File: config.mk
export PLATFORM = sky130hd
export DESIGN_NAME = lpddr_init_seq
export DESIGN_NICKNAME = d
export VERILOG_FILES = /design/src/rtl/lpddr_init_pkg.sv /design/src/rtl/lpddr_init_fsm.sv /design/src/rtl/lpddr_init_cmdgen.sv /design/src/rtl/lpddr_ref_timer.sv /design/src/rtl/lpddr_init_seq.sv
export SDC_FILE = /design/constraint.sdc
export NUM_CORES = 1
export LEC_CHECK = 0
export BUFFER_PORTS_ARGS = -buffer_cell sky130_fd_sc_hd__buf_2
export CAP_MARGIN = 20
export CORE_UTILIZATION = 50
export DETAILED_ROUTE_END_ITERATION = 10
export MAX_ROUTING_LAYER = met4
export PLACE_DENSITY = 0.76
export REMOVE_ABC_BUFFERS = 1
export SKIP_LAST_GASP = 1
export SLEW_MARGIN = 5
export SYNTH_ARGS = -nofsm -noshare
export SYNTH_HDL_FRONTEND = slang
export SYNTH_SLANG_ARGS = --single-unit
File: constraint.sdc
create_clock -name clk -period 2.1 [get_ports clk]
set_input_delay 0.42 -clock clk [delete_from_list [all_inputs] [get_ports clk]]
set_output_delay 0.42 -clock clk [all_outputs]
set_load 0.02 [all_outputs]
File: src/rtl/lpddr_init_pkg.sv
package lpddr_init_pkg;

  typedef enum logic [2:0] {
    MC_NORMAL = 3'd0,
    MC_NOP    = 3'd1,
    MC_PREALL = 3'd2,
    MC_MRS    = 3'd3,
    MC_AREF   = 3'd4,
    MC_EMRS   = 3'd5
  } mode_code_e;

  typedef enum logic [3:0] {
    ST_IDLE, ST_STAB, ST_NOP, ST_PRE, ST_TRP,
    ST_REF1, ST_TRFC1, ST_REF2, ST_TRFC2,
    ST_EMRS, ST_TMRD1, ST_MRS, ST_TMRD2, ST_DONE
  } seq_state_e;

endpackage

File: src/rtl/lpddr_init_fsm.sv
module lpddr_init_fsm
  import lpddr_init_pkg::*;
#(
  parameter int STAB_CYC = 20000,
  parameter int T_RP     = 3,
  parameter int T_RFC    = 8,
  parameter int T_MRD    = 2
) (
  input  logic       clk,
  input  logic       rst_n,
  input  logic       start_i,
  output seq_state_e state_o
);
  localparam int MAX_A = (T_RP > T_RFC) ? T_RP : T_RFC;
  localparam int MAX_B = (MAX_A > T_MRD) ? MAX_A : T_MRD;
  localparam int MAX_C = (MAX_B > STAB_CYC) ? MAX_B : STAB_CYC;
  localparam int CW    = (MAX_C > 1) ? $clog2(MAX_C) : 1;
  localparam logic [CW-1:0] LD_STAB = CW'(STAB_CYC - 1);
  localparam logic [CW-1:0] LD_RP   = CW'(T_RP - 1);
  localparam logic [CW-1:0] LD_RFC  = CW'(T_RFC - 1);
  localparam logic [CW-1:0] LD_MRD  = CW'(T_MRD - 1);

  seq_state_e    st_q, st_d;
  logic [CW-1:0] cnt_q, cnt_d;
  logic          expired;

  assign expired = (cnt_q == '0);

  always_comb begin
    st_d  = st_q;
    cnt_d = cnt_q;
    unique case (st_q)
      ST_IDLE:  if (start_i) begin st_d = ST_STAB; cnt_d = LD_STAB; end
      ST_STAB:  if (expired) st_d = ST_NOP;  else cnt_d = cnt_q - 1'b1;
      ST_NOP:   st_d = ST_PRE;
      ST_PRE:   begin st_d = ST_TRP;   cnt_d = LD_RP;  end
      ST_TRP:   if (expired) st_d = ST_REF1; else cnt_d = cnt_q - 1'b1;
      ST_REF1:  begin st_d = ST_TRFC1; cnt_d = LD_RFC; end
      ST_TRFC1: if (expired) st_d = ST_REF2; else cnt_d = cnt_q - 1'b1;
      ST_REF2:  begin st_d = ST_TRFC2; cnt_d = LD_RFC; end
      ST_TRFC2: if (expired) st_d = ST_EMRS; else cnt_d = cnt_q - 1'b1;
      ST_EMRS:  begin st_d = ST_TMRD1; cnt_d = LD_MRD; end
      ST_TMRD1: if (expired) st_d = ST_MRS;  else cnt_d = cnt_q - 1'b1;
      ST_MRS:   begin st_d = ST_TMRD2; cnt_d = LD_MRD; end
      ST_TMRD2: if (expired) st_d = ST_DONE; else cnt_d = cnt_q - 1'b1;
      ST_DONE:  st_d = ST_DONE;
      default:  st_d = ST_IDLE;
    endcase
  end

  always_ff @(posedge clk or negedge rst_n) begin
    if (!rst_n) begin
      st_q  <= ST_IDLE;
      cnt_q <= '0;
    end else begin
      st_q  <= st_d;
      cnt_q <= cnt_d;
    end
  end

  assign state_o = st_q;

endmodule

File: src/rtl/lpddr_init_cmdgen.sv
module lpddr_init_cmdgen
  import lpddr_init_pkg::*;
#(
  parameter int ROW_W = 13
) (
  input  seq_state_e       state_i,
  input  logic [2:0]       cl_i,
  input  logic [2:0]       bl_i,
  input  logic [1:0]       tcsr_i,
  input  logic [2:0]       pasr_i,
  input  logic [2:0]       ds_i,
  output logic             cke_o,
  output logic [2:0]       cmd_o,
  output logic [1:0]       ba_o,
  output logic [ROW_W-1:0] addr_o,
  output logic [2:0]       mode_o
);
  localparam int A10 = 10;

  always_comb begin
    cmd_o  = MC_NOP;
    ba_o   = 2'b00;
    addr_o = '0;
    cke_o  = !(state_i == ST_IDLE || state_i == ST_STAB);
    unique case (state_i)
      ST_PRE: begin
        cmd_o       = MC_PREALL;
        addr_o[A10] = 1'b1;
      end
      ST_REF1, ST_REF2: cmd_o = MC_AREF;
      ST_EMRS: begin
        cmd_o       = MC_EMRS;
        ba_o        = 2'b10;
        addr_o[7:0] = {ds_i, tcsr_i, pasr_i};
      end
      ST_MRS: begin
        cmd_o       = MC_MRS;
        addr_o[6:0] = {cl_i, 1'b0, bl_i};
      end
      default: ;
    endcase
  end

  always_comb begin
    unique case (state_i)
      ST_STAB, ST_NOP:                      mode_o = MC_NOP;
      ST_PRE, ST_TRP:                       mode_o = MC_PREALL;
      ST_REF1, ST_TRFC1, ST_REF2, ST_TRFC2: mode_o = MC_AREF;
      ST_EMRS, ST_TMRD1:                    mode_o = MC_EMRS;
      ST_MRS, ST_TMRD2:                     mode_o = MC_MRS;
      default:                              mode_o = MC_NORMAL;
    endcase
  end

endmodule

File: src/rtl/lpddr_ref_timer.sv
module lpddr_ref_timer #(
  parameter int REF_CYC = 1562
) (
  input  logic clk,
  input  logic rst_n,
  input  logic run_i,
  output logic req_o
);
  localparam int RW = (REF_CYC > 1) ? $clog2(REF_CYC) : 1;
  localparam logic [RW-1:0] RELOAD = RW'(REF_CYC - 1);

  logic [RW-1:0] rcnt_q;

  always_ff @(posedge clk or negedge rst_n) begin
    if (!rst_n)               rcnt_q <= RELOAD;
    else if (!run_i)          rcnt_q <= RELOAD;
    else if (rcnt_q == '0)    rcnt_q <= RELOAD;
    else                      rcnt_q <= rcnt_q - 1'b1;
  end

  assign req_o = run_i && (rcnt_q == '0);

endmodule

File: src/rtl/lpddr_init_seq.sv
module lpddr_init_seq
  import lpddr_init_pkg::*;
#(
  parameter int CLK_MHZ  = 100,
  parameter int STAB_US  = 200,
  parameter int REF_NS   = 15625,
  parameter int ROW_W    = 13,
  parameter int STAB_CYC = STAB_US * CLK_MHZ,
  parameter int REF_CYC  = (REF_NS * CLK_MHZ) / 1000,
  parameter int T_RP     = 3,
  parameter int T_RFC    = 8,
  parameter int T_MRD    = 2
) (
  input  logic             clk,
  input  logic             rst_n,
  input  logic             start_i,
  input  logic [2:0]       cl_i,
  input  logic [2:0]       bl_i,
  input  logic [1:0]       tcsr_i,
  input  logic [2:0]       pasr_i,
  input  logic [2:0]       ds_i,
  output logic             cke_o,
  output logic [2:0]       cmd_o,
  output logic [1:0]       ba_o,
  output logic [ROW_W-1:0] addr_o,
  output logic [2:0]       mode_o,
  output logic             done_o,
  output logic             ref_req_o
);
  seq_state_e state;

  lpddr_init_fsm #(
    .STAB_CYC(STAB_CYC), .T_RP(T_RP), .T_RFC(T_RFC), .T_MRD(T_MRD)
  ) u_fsm (
    .clk(clk), .rst_n(rst_n), .start_i(start_i), .state_o(state)
  );

  lpddr_init_cmdgen #(.ROW_W(ROW_W)) u_cmd (
    .state_i(state), .cl_i(cl_i), .bl_i(bl_i), .tcsr_i(tcsr_i),
    .pasr_i(pasr_i), .ds_i(ds_i), .cke_o(cke_o), .cmd_o(cmd_o),
    .ba_o(ba_o), .addr_o(addr_o), .mode_o(mode_o)
  );

  assign done_o = (state == ST_DONE);

  lpddr_ref_timer #(.REF_CYC(REF_CYC)) u_ref (
    .clk(clk), .rst_n(rst_n), .run_i(done_o), .req_o(ref_req_o)
  );

endmodule

==> Word level (Yosys, flattened, before mapping) <==
Memories as Yosys holds them, arrays and structs flattened.
Index checks and enable logic that the tools add are counted.
{ "classes": {"reduce_logical": 12, "n_eq_ne": 21, "addsub": 2, "n_mux": 18} }
{ "op_table": {"columns": ["op", "n"], "rows": [
  ["$pmux W15 S5", 1],
  ["$pmux W4 S14", 1],
  ["$mux W15", 2],
  ["$mux W4", 7],
  ["$eq A4 B4 Y1 const B", 6],
  ["$mux W11", 2],
  ["$eq A4 B3 Y1 const B", 4],
  ["$logic_not A15 Y1", 1],
  ["$sub A15 B1 Y15 const B", 1],
  ["$pmux W7 S2", 1],
  ["$pmux W3 S4", 1],
  ["$logic_not A11 Y1", 1],
  ["$sub A11 B1 Y11 const B", 1],
  ["$ne A2 B1 Y1 const B", 5],
  ["$eq A4 B2 Y1 const B", 2],
  ["$reduce_and A7 Y1", 1],
  ["$ne A2 B2 Y1 const B", 3],
  ["$reduce_or A6 Y1", 1],
  ["$reduce_bool A5 Y1", 1],
  ["$eq A4 B1 Y1 const B", 1],
  ["$logic_not A4 Y1", 1],
  ["$reduce_or A2 Y1", 2],
  ["$reduce_and A3 Y1", 1],
  ["$mux W1", 2],
  ["other kinds (4)", 4]
]} }
{ "word_totals": {"romBits": 48, "memories": 1, "word_cells": 57, "regBits": 30, "output_inout_bits": 24} }
{ "memory_table": {"columns": ["name", "depth", "word_bits", "read_ports", "rd_clocked_by_memory_dff", "wr", "line", "source"], "rows": [
  ["(no name shown)", 16, 3, 1, 0, 0, "lpddr_init_cmdgen.sv:45", "unique case (state_i)"]
]} }

==> Depth between registers and ports, before layout <==
{ "depth": {"ltp_word": 4, "mapped_depth": 9, "depth_no_buf": 7} }

==> Modules after synthesis <==
A second synthesis with hierarchy kept.
{ "hier_totals": {"hier_cells": 261, "hier_area_um2": 2239.6} }
{ "modules_own_cells": {"columns": ["mod", "cells_per_inst", "n_inst", "seq_area_each_um2", "area_each_um2"], "rows": [
  ["lpddr_init_fsm", 145, 1, 475.5, 1253.7],
  ["lpddr_ref_timer", 66, 1, 281.5, 619.3],
  ["lpddr_init_cmdgen", 49, 1, 0.0, 356.6],
  ["lpddr_init_seq", 1, 1, 0.0, 10.0]
]} }

==> Worst setup path before layout <==
OpenSTA, ideal clock, no wires.
{ "synth_path": {"kind": "register to register", "startpoint": "reg u_fsm.st_q[0] (netlist: u_fsm.state_o[0])", "endpoint": "reg u_fsm.cnt_q[5]", "t_required_ns": 1.976, "n_path_buf": 2, "arrival_ns": 2.064, "stages_incl_launch_ff": 10, "path_slack_ns": -0.087, "path_cell_list": "dfrtp_1 inv_1 ha_1 clkbuf_2 nor2b_1 o32ai_4 nor3b_4 or2_0 buf_4 a211o_1"} }
{ "synth_between": {"elab_chain_len": 4} }
{ "synth_rtl": {"columns": ["element", "line", "source"], "rows": [
  ["start: declaration", "lpddr_init_fsm.sv:23", "seq_state_e st_q, st_d;"],
  ["start signal: assignment", "lpddr_init_fsm.sv:56", "st_q <= st_d;"],
  ["$eq A4 B3 Y1, or another cell as far along", "lpddr_init_fsm.sv:32", "unique case (st_q)"],
  ["$reduce_or A6 Y1 (no line) / $reduce_or A2 Y1 (equally long branches)", null, null],
  ["$reduce_bool A5 Y1 (no line) / $ne A2 B2 Y1 (equally long branches)", null, null],
  ["$reduce_and A3 Y1 (no line)", null, null],
  ["end signal: assignment", "lpddr_init_fsm.sv:57", "cnt_q <= cnt_d;"],
  ["end: declaration", "lpddr_init_fsm.sv:24", "logic [CW-1:0] cnt_q, cnt_d;"]
]} }
Parallel ways exist; a longest one is shown, timed or not.
A chain may end at the register's enable or synchronous reset.

==> Final worst setup path <==
{ "layout_path": {"startpoint": "reg u_ref.rcnt_q[5]", "endpoint": "out ref_req_o"} }
{ "layout_between": {"elab_chain_len": 2} }
{ "layout_rtl": {"columns": ["element", "line", "source"], "rows": [
  ["start: declaration", "lpddr_ref_timer.sv:12", "logic [RW-1:0] rcnt_q;"],
  ["start signal: assignment", "lpddr_ref_timer.sv:18", "else rcnt_q <= rcnt_q - 1'b1;"],
  ["$logic_not A11 Y1", "lpddr_ref_timer.sv:21", "assign req_o = run_i && (rcnt_q == '0);"],
  ["$logic_and A1 B1 Y1", "lpddr_ref_timer.sv:21", null],
  ["end: declaration", "lpddr_init_seq.sv:28", "output logic ref_req_o"]
]} }
Every way passes these cells.

==> flow_metrics.tcl <==
set metrics [dict create \
    outcome "finished with violations" \
    violations "setup timing" \
    fmax_mhz 449 \
    finalCriticalPeriod_ns 2.23 \
    p_comb_frac 0.025 \
    clk_latency_ns 0.28 \
    crit_chain "or4_4, nor2_4, nand4b_1, nor2_1, buf_4" \
    p_sw_frac 0.195 \
    critPathLaunch "u_ref.rcnt_q[5]$_DFF_PN0_" \
    async_reset_ff_frac 1.00 \
    hpwlAfterDp_mm 4.01 \
    yosysSeqAreaShare 0.351 \
    io_pins 41 \
    fin_skew_ns 0.00290 \
    cp-start-kind "flip-flop" \
    crit_arrival_ns 1.81 \
    layout.nets 372 \
    rows 23 \
    ys.warnings.count 0 \
    globalRoute.totalOverflow 0 \
    setup_violations 16 \
    multiInputGateArea_um2 1550 \
    setup_slack_ns -0.127 \
    ctsHoldBuffers 0 \
    route.vias.total 2437 \
    clk_pin_slew_worst_paths_ns 0.07 \
    synth_common_cells "nor2_1 (32), dfrtp_1 (25), nand2_1 (25), inv_1 (16), nor3_1 (11)" \
    cts_tree "yes" \
    cp.depth 5 \
    met1_usage 0.346 \
    gp_congestion 0.926 \
    syn_area_um2 2160 \
    track_usage 0.279 \
    seqPwrFrac 0.425 \
    routed_wl_mm 7.64 \
    synth_top_area_frac 0.290 \
    ant_nets 0 \
    cts.sinks 30 \
    clk_path_buf_depth 2 \
    fillers 204 \
    yosys.area.top_type "dfrtp_1" \
    r2r_slack_ns -0.10 \
    rsz0062_at_grt "true" \
    timing.rr.start "u_fsm.cnt_q[0]$_DFFE_PN0P_" \
    htreeDepth 2 \
    final.period_utilization 1.06 \
    wl_per_cell_um 19.2 \
    antenna_found_initial 0 \
    use_met3 0.0676 \
    gr-usage-met2 0.439 \
    cts_buffers 5 \
    crit_type "flip-flop to output pin" \
    worstReg2RegEnd "u_fsm.cnt_q[4]$_DFFE_PN0P_" \
    synthTopCellsByArea "dfrtp_1 (29%), dfstp_2 (6.1%), nor2_1 (5.6%)" \
    die_height_um 67.7 \
    drive_gt1_frac 0.517 \
    drt-pass1-iter-count 5 \
    grt_pass1_vias 2079 \
    grt-busiest-layer "met2" \
    p_clk_frac 0.550 \
    seq_area_um2 761 \
    synthFlopType "dfrtp_1" \
    crit_fanout 2 \
    dpl.cell_count 366 \
    internal-power_mw 1.10 \
    drc 0 \
    synth_area_per_cell_um2 8.66 \
    synth.most_common_cell "nor2_1" \
    grt_max_degree 31 \
    initial_core_util 0.532 \
    relSlewSlack 0.555 \
    path_buf_inv 1 \
    instances_no_fill 398 \
    antenna_cells 0 \
    max_stage_delay_ns 0.56 \
    core_area_um2 4060 \
    maxCapViolCount 0 \
    ys_ff_latch 30 \
    r2r_cells 9 \
    peakVddDrop_mv 0.464 \
    hold_viol_final 0 \
    slowest_stage "or4_4" \
    synth-edff-count 0 \
    die_area_um2 4580 \
    cp_data_required_time_ns 1.68 \
    end_kind "output pin" \
    die_w_um 67.7 \
    drt-initial-drc-count 211 \
    hold_path_class "primary input to asynchronous set/reset pin" \
    tightest_slew_ns 0.667 \
    drv_slew 0 \
    viasPerCell 6.12 \
    syn_inst 249 \
    cts-root-buf "clkbuf_8" \
    power.leakage_nw 1.55 \
    p_per_area_nw_per_um2 405 \
    cp_top_family "simple AND/OR/NAND/NOR gates" \
    hold_slack_ns 0.163 \
    synth.distinct_cells 55 \
    final_util 0.828 \
    grt_pass1_wl_mm 9.36 \
    port_buffers 35 \
    p_switching_mw 0.265 \
    area_delta_synth_final_pct 55.7 \
]
kinds of logic (layout without fill, tap and decap cells):
family,Yosys count,in the layout,share of synthesized area
and+or+nand+nor,110,111,0.264
AOI/OAI and AO/OA,58,58,0.228
buffers and inverters,33,127,0.0713
DFF,30,30,0.351
adders and majority gates,8,8,0.0464
xor gates and xnor gates,8,8,0.0325
other,1,5,0.00174
muxes,1,1,0.00522
stage by stage:
step           setup WS (ns)  instance area, µm²  total power, mW  TNS (ns)
6_report              -0.127                3360             1.36    -0.893
5_1_grt               -0.204                3360             1.39     -2.63
4_1_cts              -0.0621                3010             1.35    -0.405
3_5_place_dp         -0.0626                2650            0.623    -0.298
3_3_place_gp         -0.0277                2650            0.622   -0.0510
2_1_floorplan         -0.388                2080            0.597     -4.00
worst register-to-register path: stages, from the launching register on:
cell      delay, ns
dfrtp_2        0.42
inv_1          0.06
ha_2           0.20
nor3b_4        0.23
and4_1         0.24
nor3b_4        0.43
buf_6          0.18
buf_6          0.11
a211oi_2       0.04
o22a_1         0.17
routing by layer:
layer / share of wire / vias up
met5: 0 / -
met4: 0.033 / 0
met1: 0.39 / 1186
met2: 0.51 / 137
li1: - / 1084
met3: 0.065 / 30
flip-flops by register name, summed over array words and instances, names as in the netlist:
register / count
u_fsm.state_o: 4
u_fsm.cnt_q: 15
u_ref.rcnt_q: 11
power groups by stage:
stage | combinational [mW] | sequential [mW] | clock (mW)
after CTS | 0.0339 | 0.578 | 0.741
after global routing | 0.0391 | 0.578 | 0.774
after detailed placement | 0.0338 | 0.589 | 0
final | 0.0345 | 0.578 | 0.748
after floorplan | 0.00817 | 0.589 | 0
after global placement | 0.0330 | 0.589 | 0
final cells by class:
class / instances / area share
well taps: 50 / 0.0186
repair buffers: 102 / 0.231
clock inverters: 2 / 0.0179
multi-input cells: 191 / 0.462
flip-flops and latches: 30 / 0.227
inverters: 17 / 0.0190
clock buffers: 6 / 0.0246
cells in the final DEF, fill, tap and decap left out, drive strengths merged, types with 2 or more instances in the layout:
cell | synthesis | routed
a32o | 3 | 3
nor2 | 32 | 33
a211oi | 7 | 7
a22o | 6 | 6
a21oi | 2 | 2
clkbuf | 5 | 6
dfrtp | 25 | 25
nor3 | 13 | 13
and2 | 4 | 4
xor2 | 3 | 3
nand3 | 3 | 3
o21ai | 8 | 8
a21o | 2 | 2
or2 | 5 | 5
ha | 8 | 8
o31ai | 6 | 6
a2bb2oi | 3 | 3
nor4 | 6 | 6
o22ai | 4 | 4
or4 | 3 | 3
xnor2 | 5 | 5
a221oi | 5 | 5
inv | 17 | 17
bufinv | 0 | 2
or3 | 3 | 3
dfstp | 5 | 5
o211ai | 3 | 3
buf | 11 | 102
nand2b | 6 | 6
a211o | 3 | 3
nand2 | 25 | 25
conb | 1 | 5
nor3b | 3 | 3
timing repair:
action                     in CTS  in global routing
resized for setup              32                 71
buffers inserted               13                 14
setup endpoints to repair      26                 45
pin swaps                       8                 26
gates cloned                    0                  1
hold endpoints to repair        0                  0
worst max-delay path by stage:
stage,to,slack (ns)
global placement,u_fsm.cnt_q[13]$_DFFE_PN0P_,-0.03
detailed placement,u_fsm.cnt_q[7]$_DFFE_PN0P_,-0.06
CTS,cmd_o[2],-0.06
finish,ref_req_o,-0.13
floorplan,u_fsm.cnt_q[2]$_DFFE_PN0P_,-0.39
global route,ref_req_o,-0.20
Power figures use the tool's default switching activity.
